[src/rtl/hdr_arbiter.sv]
`timescale 1ns/1ps
module hdr_arbiter #(
  parameter int CW = 8,
  parameter int RW = 4,
  parameter int IFS_MIN = 20
) (
  input  logic          clk,
  input  logic          rst_n,
  input  logic          bit_tick,
  input  logic          rx_in,
  input  logic          start,
  input  logic          wait_idle,
  input  logic [7:0]    hdr_id,
  input  logic [CW-1:0] ifs_bits,
  input  logic [CW-1:0] ibs_limit,
  input  logic [CW-1:0] rsp_bytes,
  input  logic [RW-1:0] max_retry,
  output logic          tx_out,
  output logic          busy,
  output logic          hdr_done,
  output logic          arb_lost,
  output logic          ibs_timeout,
  output logic          rx_vld,
  output logic [7:0]    rx_byte
);
  localparam logic [CW-1:0] IFS_FLOOR = CW'(IFS_MIN);

  typedef enum logic [2:0] {S_IDLE, S_GAP, S_TX, S_RX, S_IBS} st_t;
  st_t st;

  logic [3:0]    bitn;
  logic [7:0]    hid, sreg;
  logic [CW-1:0] icnt, bcnt, nb, eff;
  logic [RW-1:0] rt;
  logic          wq, fin, dbit, lose, gap_ok;

  assign eff    = (ifs_bits < IFS_FLOOR) ? IFS_FLOOR : ifs_bits;
  assign gap_ok = !wq || (icnt >= eff);
  assign dbit   = (bitn != 4'd0) && (bitn < 4'd9);
  assign lose   = dbit && hid[3'(bitn - 4'd1)] && !rx_in;
  assign busy   = (st != S_IDLE);

  always_ff @(posedge clk or negedge rst_n) begin
    if (!rst_n)                    icnt <= '0;
    else if (!rx_in)               icnt <= '0;
    else if (bit_tick && icnt != '1) icnt <= icnt + 1'b1;
  end

  always_ff @(posedge clk or negedge rst_n) begin
    if (!rst_n) begin
      st <= S_IDLE; tx_out <= 1'b1; bitn <= '0; hid <= '0; sreg <= '0;
      bcnt <= '0; nb <= '0; rt <= '0; wq <= 1'b0; fin <= 1'b0;
      hdr_done <= 1'b0; arb_lost <= 1'b0; ibs_timeout <= 1'b0;
      rx_vld <= 1'b0; rx_byte <= '0;
    end else begin
      hdr_done <= 1'b0; arb_lost <= 1'b0; ibs_timeout <= 1'b0; rx_vld <= 1'b0;
      if (bit_tick && dbit && (st == S_TX || st == S_RX)) sreg <= {rx_in, sreg[7:1]};
      case (st)
        S_IDLE: if (start) begin
          hid <= hdr_id; wq <= wait_idle; rt <= '0; fin <= 1'b0; st <= S_GAP;
        end
        S_GAP: if (bit_tick) begin
          if (wq && !rx_in) begin
            st <= S_RX; bitn <= 4'd1; nb <= '0;
          end else if (gap_ok) begin
            st <= S_TX; tx_out <= 1'b0; bitn <= '0; nb <= '0;
          end
        end
        S_TX: if (bit_tick) begin
          if (bitn == 4'd9) begin
            hdr_done <= 1'b1; st <= S_IDLE; tx_out <= 1'b1;
          end else if (lose) begin
            tx_out <= 1'b1; st <= S_RX; bitn <= bitn + 4'd1;
            if (rt == max_retry) begin arb_lost <= 1'b1; fin <= 1'b1; end
            else rt <= rt + 1'b1;
          end else begin
            bitn <= bitn + 4'd1;
            tx_out <= (bitn < 4'd8) ? hid[bitn[2:0]] : 1'b1;
          end
        end
        S_RX: if (bit_tick) begin
          if (bitn == 4'd9) begin
            rx_vld <= 1'b1; rx_byte <= sreg;
            if (nb == rsp_bytes) begin
              st <= fin ? S_IDLE : S_GAP; wq <= 1'b1;
            end else begin
              nb <= nb + 1'b1; st <= S_IBS; bcnt <= '0;
            end
          end else bitn <= bitn + 4'd1;
        end
        S_IBS: if (bit_tick) begin
          if (!rx_in) begin
            st <= S_RX; bitn <= 4'd1;
          end else if (bcnt == ibs_limit) begin
            ibs_timeout <= 1'b1; st <= S_IDLE;
          end else bcnt <= bcnt + 1'b1;
        end
        default: st <= S_IDLE;
      endcase
    end
  end

  AST_IDLE_RELEASED: assert property (@(posedge clk) disable iff (!rst_n) !busy |-> tx_out);
  AST_GAP_HOLD: assert property (@(posedge clk) disable iff (!rst_n)
    (st == S_GAP && bit_tick && wq && rx_in && icnt < eff) |=> (st == S_GAP));
  AST_LOW_RESTARTS_IDLE: assert property (@(posedge clk) disable iff (!rst_n) !rx_in |=> (icnt == '0));
  AST_QUIET_AFTER_LOSS: assert property (@(posedge clk) disable iff (!rst_n)
    (st == S_RX || st == S_IBS) |-> tx_out);
  AST_PULSE_EXCL: assert property (@(posedge clk) disable iff (!rst_n)
    $onehot0({hdr_done, arb_lost, ibs_timeout}));
  AST_PULSE_ON_TICK: assert property (@(posedge clk) disable iff (!rst_n)
    (hdr_done || arb_lost || ibs_timeout || rx_vld) |-> $past(bit_tick));
endmodule

[config.mk]
export PLATFORM = sky130hd
export DESIGN_NAME = hdr_arbiter
export DESIGN_NICKNAME = d
export VERILOG_FILES = /design/src/rtl/hdr_arbiter.sv
export SDC_FILE = /design/constraint.sdc
export NUM_CORES = 1
export LEC_CHECK = 0
export ABC_AREA = 1
export BUFFER_PORTS_ARGS = -buffer_cell sky130_fd_sc_hd__buf_2
export CAP_MARGIN = 5
export CORE_ASPECT_RATIO = 0.75
export CORE_MARGIN = 2
export CORE_UTILIZATION = 50
export DETAILED_ROUTE_END_ITERATION = 12
export PLACE_DENSITY_LB_ADDON = 0.25
export SYNTH_ARGS = -nofsm -noshare
export SYNTH_HDL_FRONTEND = slang
export SYNTH_SLANG_ARGS = --single-unit
[constraint.sdc]
create_clock -name clk -period 2.6 [get_ports clk]
set_clock_uncertainty 0.15 [all_clocks]
set_input_delay 0.78 -clock clk [delete_from_list [all_inputs] [get_ports clk]]
set_output_delay 0.78 -clock clk [all_outputs]
set_load 0.1 [all_outputs]
==> flow_metrics.env <==
export IMPL_nNetsFinal=705
export IMPL_initial_core_util=0.521
export IMPL_core_um2=7990
export IMPL_grt_setup_unrepaired="false"
export IMPL_placed_area_um2=4590
export IMPL_io_pins=56
export IMPL_path_cells="inv_2, nand2_2, nor2_2, inv_1, buf_4"
export IMPL_fin_crit_sh=0.938
export IMPL_grt_ovfl_total=0
export IMPL_drt_wl_total_um=8990
export IMPL_cp_arrival_ns=1.51
export IMPL_drt_iter0_drc=274
export IMPL_async_flop_share=1.00
export IMPL_chipWidth_um=109
export IMPL_fin_util=0.605
export IMPL_grt_antenna_before_repair=0
export IMPL_hold_class="primary input to async pin"
export IMPL_antennaDiodeCount=0
export IMPL_grt_pass1_vias=3495
export IMPL_status="finished, final reports clean"
export IMPL_tightest_slew_ns=0.590
export IMPL_layout_min_cycle_time_ns=2.44
export IMPL_ant_nets=0
export IMPL_power_uw=4080
export IMPL_irDropWorstVdd_mv=0.389
export IMPL_synth_seq_cells=66
export IMPL_setup_violations=0
export IMPL_path_class="register to output pin"
export IMPL_track_usage=0.209
export IMPL_post_cts_buffers=0
export IMPL_worstSetupEndpointType="output pin"
export IMPL_synth_edf_count=0
export IMPL_place_gp_congestion=0.896
export IMPL_drc=0
export IMPL_grt_max_degree=29
export IMPL_cp_startpoint="st[2]"
export IMPL_ys_seq_area_frac=0.398
export IMPL_total_leakage_power_uw=0.00252
export IMPL_synth_area_um2=4160
export IMPL_die_height_um=83.0
export IMPL_power_density_nw_per_um2=844
export IMPL_fmax_ghz=0.410
export IMPL_cts_made_buffers=9
export IMPL_reg2regPathDepth=6
export IMPL_critPathLaunchType="register"
export IMPL_r2r_slack_ns=0.50
export IMPL_syn_nets=638
export IMPL_slowest_delay_ns=0.49
export IMPL_wl_per_cell_um=11.9
export IMPL_dr_total_vias=3776
export IMPL_layout_area_overhead_vs_synth_pct=16.2
export IMPL_drt_pass1_iterations=5
export IMPL_worstReg2RegEnd="sreg[1]"
export IMPL_grt_pass1_wl_um=15100
export IMPL_cts_sinks=66
export IMPL_synth_cell_types=32
export IMPL_clk_pin_slew_ns=0.08
export IMPL_drive_above_1_share=0.179
export IMPL_htreeDepth=3
export IMPL_cts_max_path_buffers=2
export IMPL_synthFlopType="dfrtp_1"
export IMPL_critical_path_slowest_cell="dfrtp_1"
export IMPL_reg2reg_from="bitn[1]"
export IMPL_cts_tree="built"
export IMPL_port_buffers=55
export IMPL_rows=28
export IMPL_synth_cells=581
export IMPL_cts_root_buf="clkbuf_8"
export IMPL_design_area_um2=4830
export IMPL_post_dp_hpwl_um=6920
export IMPL_relSlewSlack=0.605
export IMPL_cp_data_required_time_ns=1.67
export IMPL_final_max_slew_viol_count=0
export IMPL_crit_fanout=5
export IMPL_die_area_um2=9070
export IMPL_finalHoldViolCount=0
export IMPL_clock_latency_ns=0.35
export IMPL_maxCapViolCount=0
export IMPL_ys_warn_count=0
export IMPL_syn_avg_cell_area_um2=7.16
export IMPL_viasPerCell=4.98
[cell usage after synthesis, types with 7 or more instances]
cell type,instances,share of area
a21oi_1,11,0.013
dfrtp_1,65,0.39
ha_1,15,0.045
inv_1,67,0.060
inv_2,10,0.0090
nand2_1,194,0.18
nand2_2,7,0.011
nand3_1,40,0.048
nand4_1,7,0.011
nor2_1,53,0.048
o21ai_0,36,0.043
o21ai_1,10,0.012
xnor2_1,17,0.036
xor2_1,10,0.021
[kinds of logic after synthesis]
group,synth area share
AO/OA/AOI/OAI,0.0746
buffers and inverters,0.0837
AND/OR/NAND/NOR,0.342
adder cells (fa/ha/maj),0.0451
XOR/XNOR,0.0569
flip-flops,0.398
[per-stage QoR]
stage	cells	setup WS [ns]	setup TNS, ns	hold WS (ns)
final	758	0.161	0	0.233
after global routing	758	0.0211	0	0.252
after CTS	758	0.0172	0	0.243
after detailed placement	742	-0.165	-1.94	0.305
after global placement	742	-0.0940	-0.976	0.310
after floorplan	581	0.158	0	0.299
[timing repair]
action	4_1_cts	5_1_grt
endpoints found under the setup margin	0	9
hold buffers	0	0
gates resized for setup	0	4
[area by class of cell]
cell class                 count  area (µm²)
timing repair buffer          65         365
multi-input combinational    429        2160
clock inverter                 6        90.1
fill                         741        3160
tap                          105         131
clock buffer                  10         138
sequential                    66        1650
inverter                      77         289
[per-layer routing]
layer	GRT usage	up-vias	routed length [µm]
met5	0	-	0
met4	0.0667	0	170
met3	0.0518	15	528
met2	0.329	109	3940
met1	0.281	1692	4360
li1	-	1960	-
[cell usage in the layout, fill, tap and decap left out, types with 5 or more instances in the layout]
cell type and count:
dfrtp_1 65, xor2_1 10, xnor2_1 17, nand4_1 7, ha_1 15, buf_2 54
o21ai_0 36, inv_2 10, nor2_1 52, nand3_1 40, nand2_1 194, inv_1 67
o21ai_1 10, nor2_2 5, nand2_2 7, a21oi_1 10, nand3b_1 5, clkbuf_8 10
buf_4 10
[flip-flops by register name, summed over array words and instances (netlist names), 3 cells and up]
name	flops
rx_byte	8
nb	8
sreg	8
hid	8
bcnt	8
bitn	4
st	3
rt	4
icnt	8
[power by group]
part,internal (µW),switching (µW)
Clock,565,415
Combinational,525,1190
Sequential,1220,156
[critical path: cells and delay by family, from the launching register on]
kind / cells / cell delay, ns
AND/OR/NAND/NOR: 2 / 0.15
buffers and inverters: 3 / 0.51
flip-flops: 1 / 0.49
[worst max path at each step]
stage                 end  cells after the start
floorplan           st[2]                     17
global placement    st[2]                     18
detailed placement  nb[6]                     16
CTS                  busy                      5
global route        st[1]                     18
finish               busy                      5
Power figures use the tool's default switching activity.
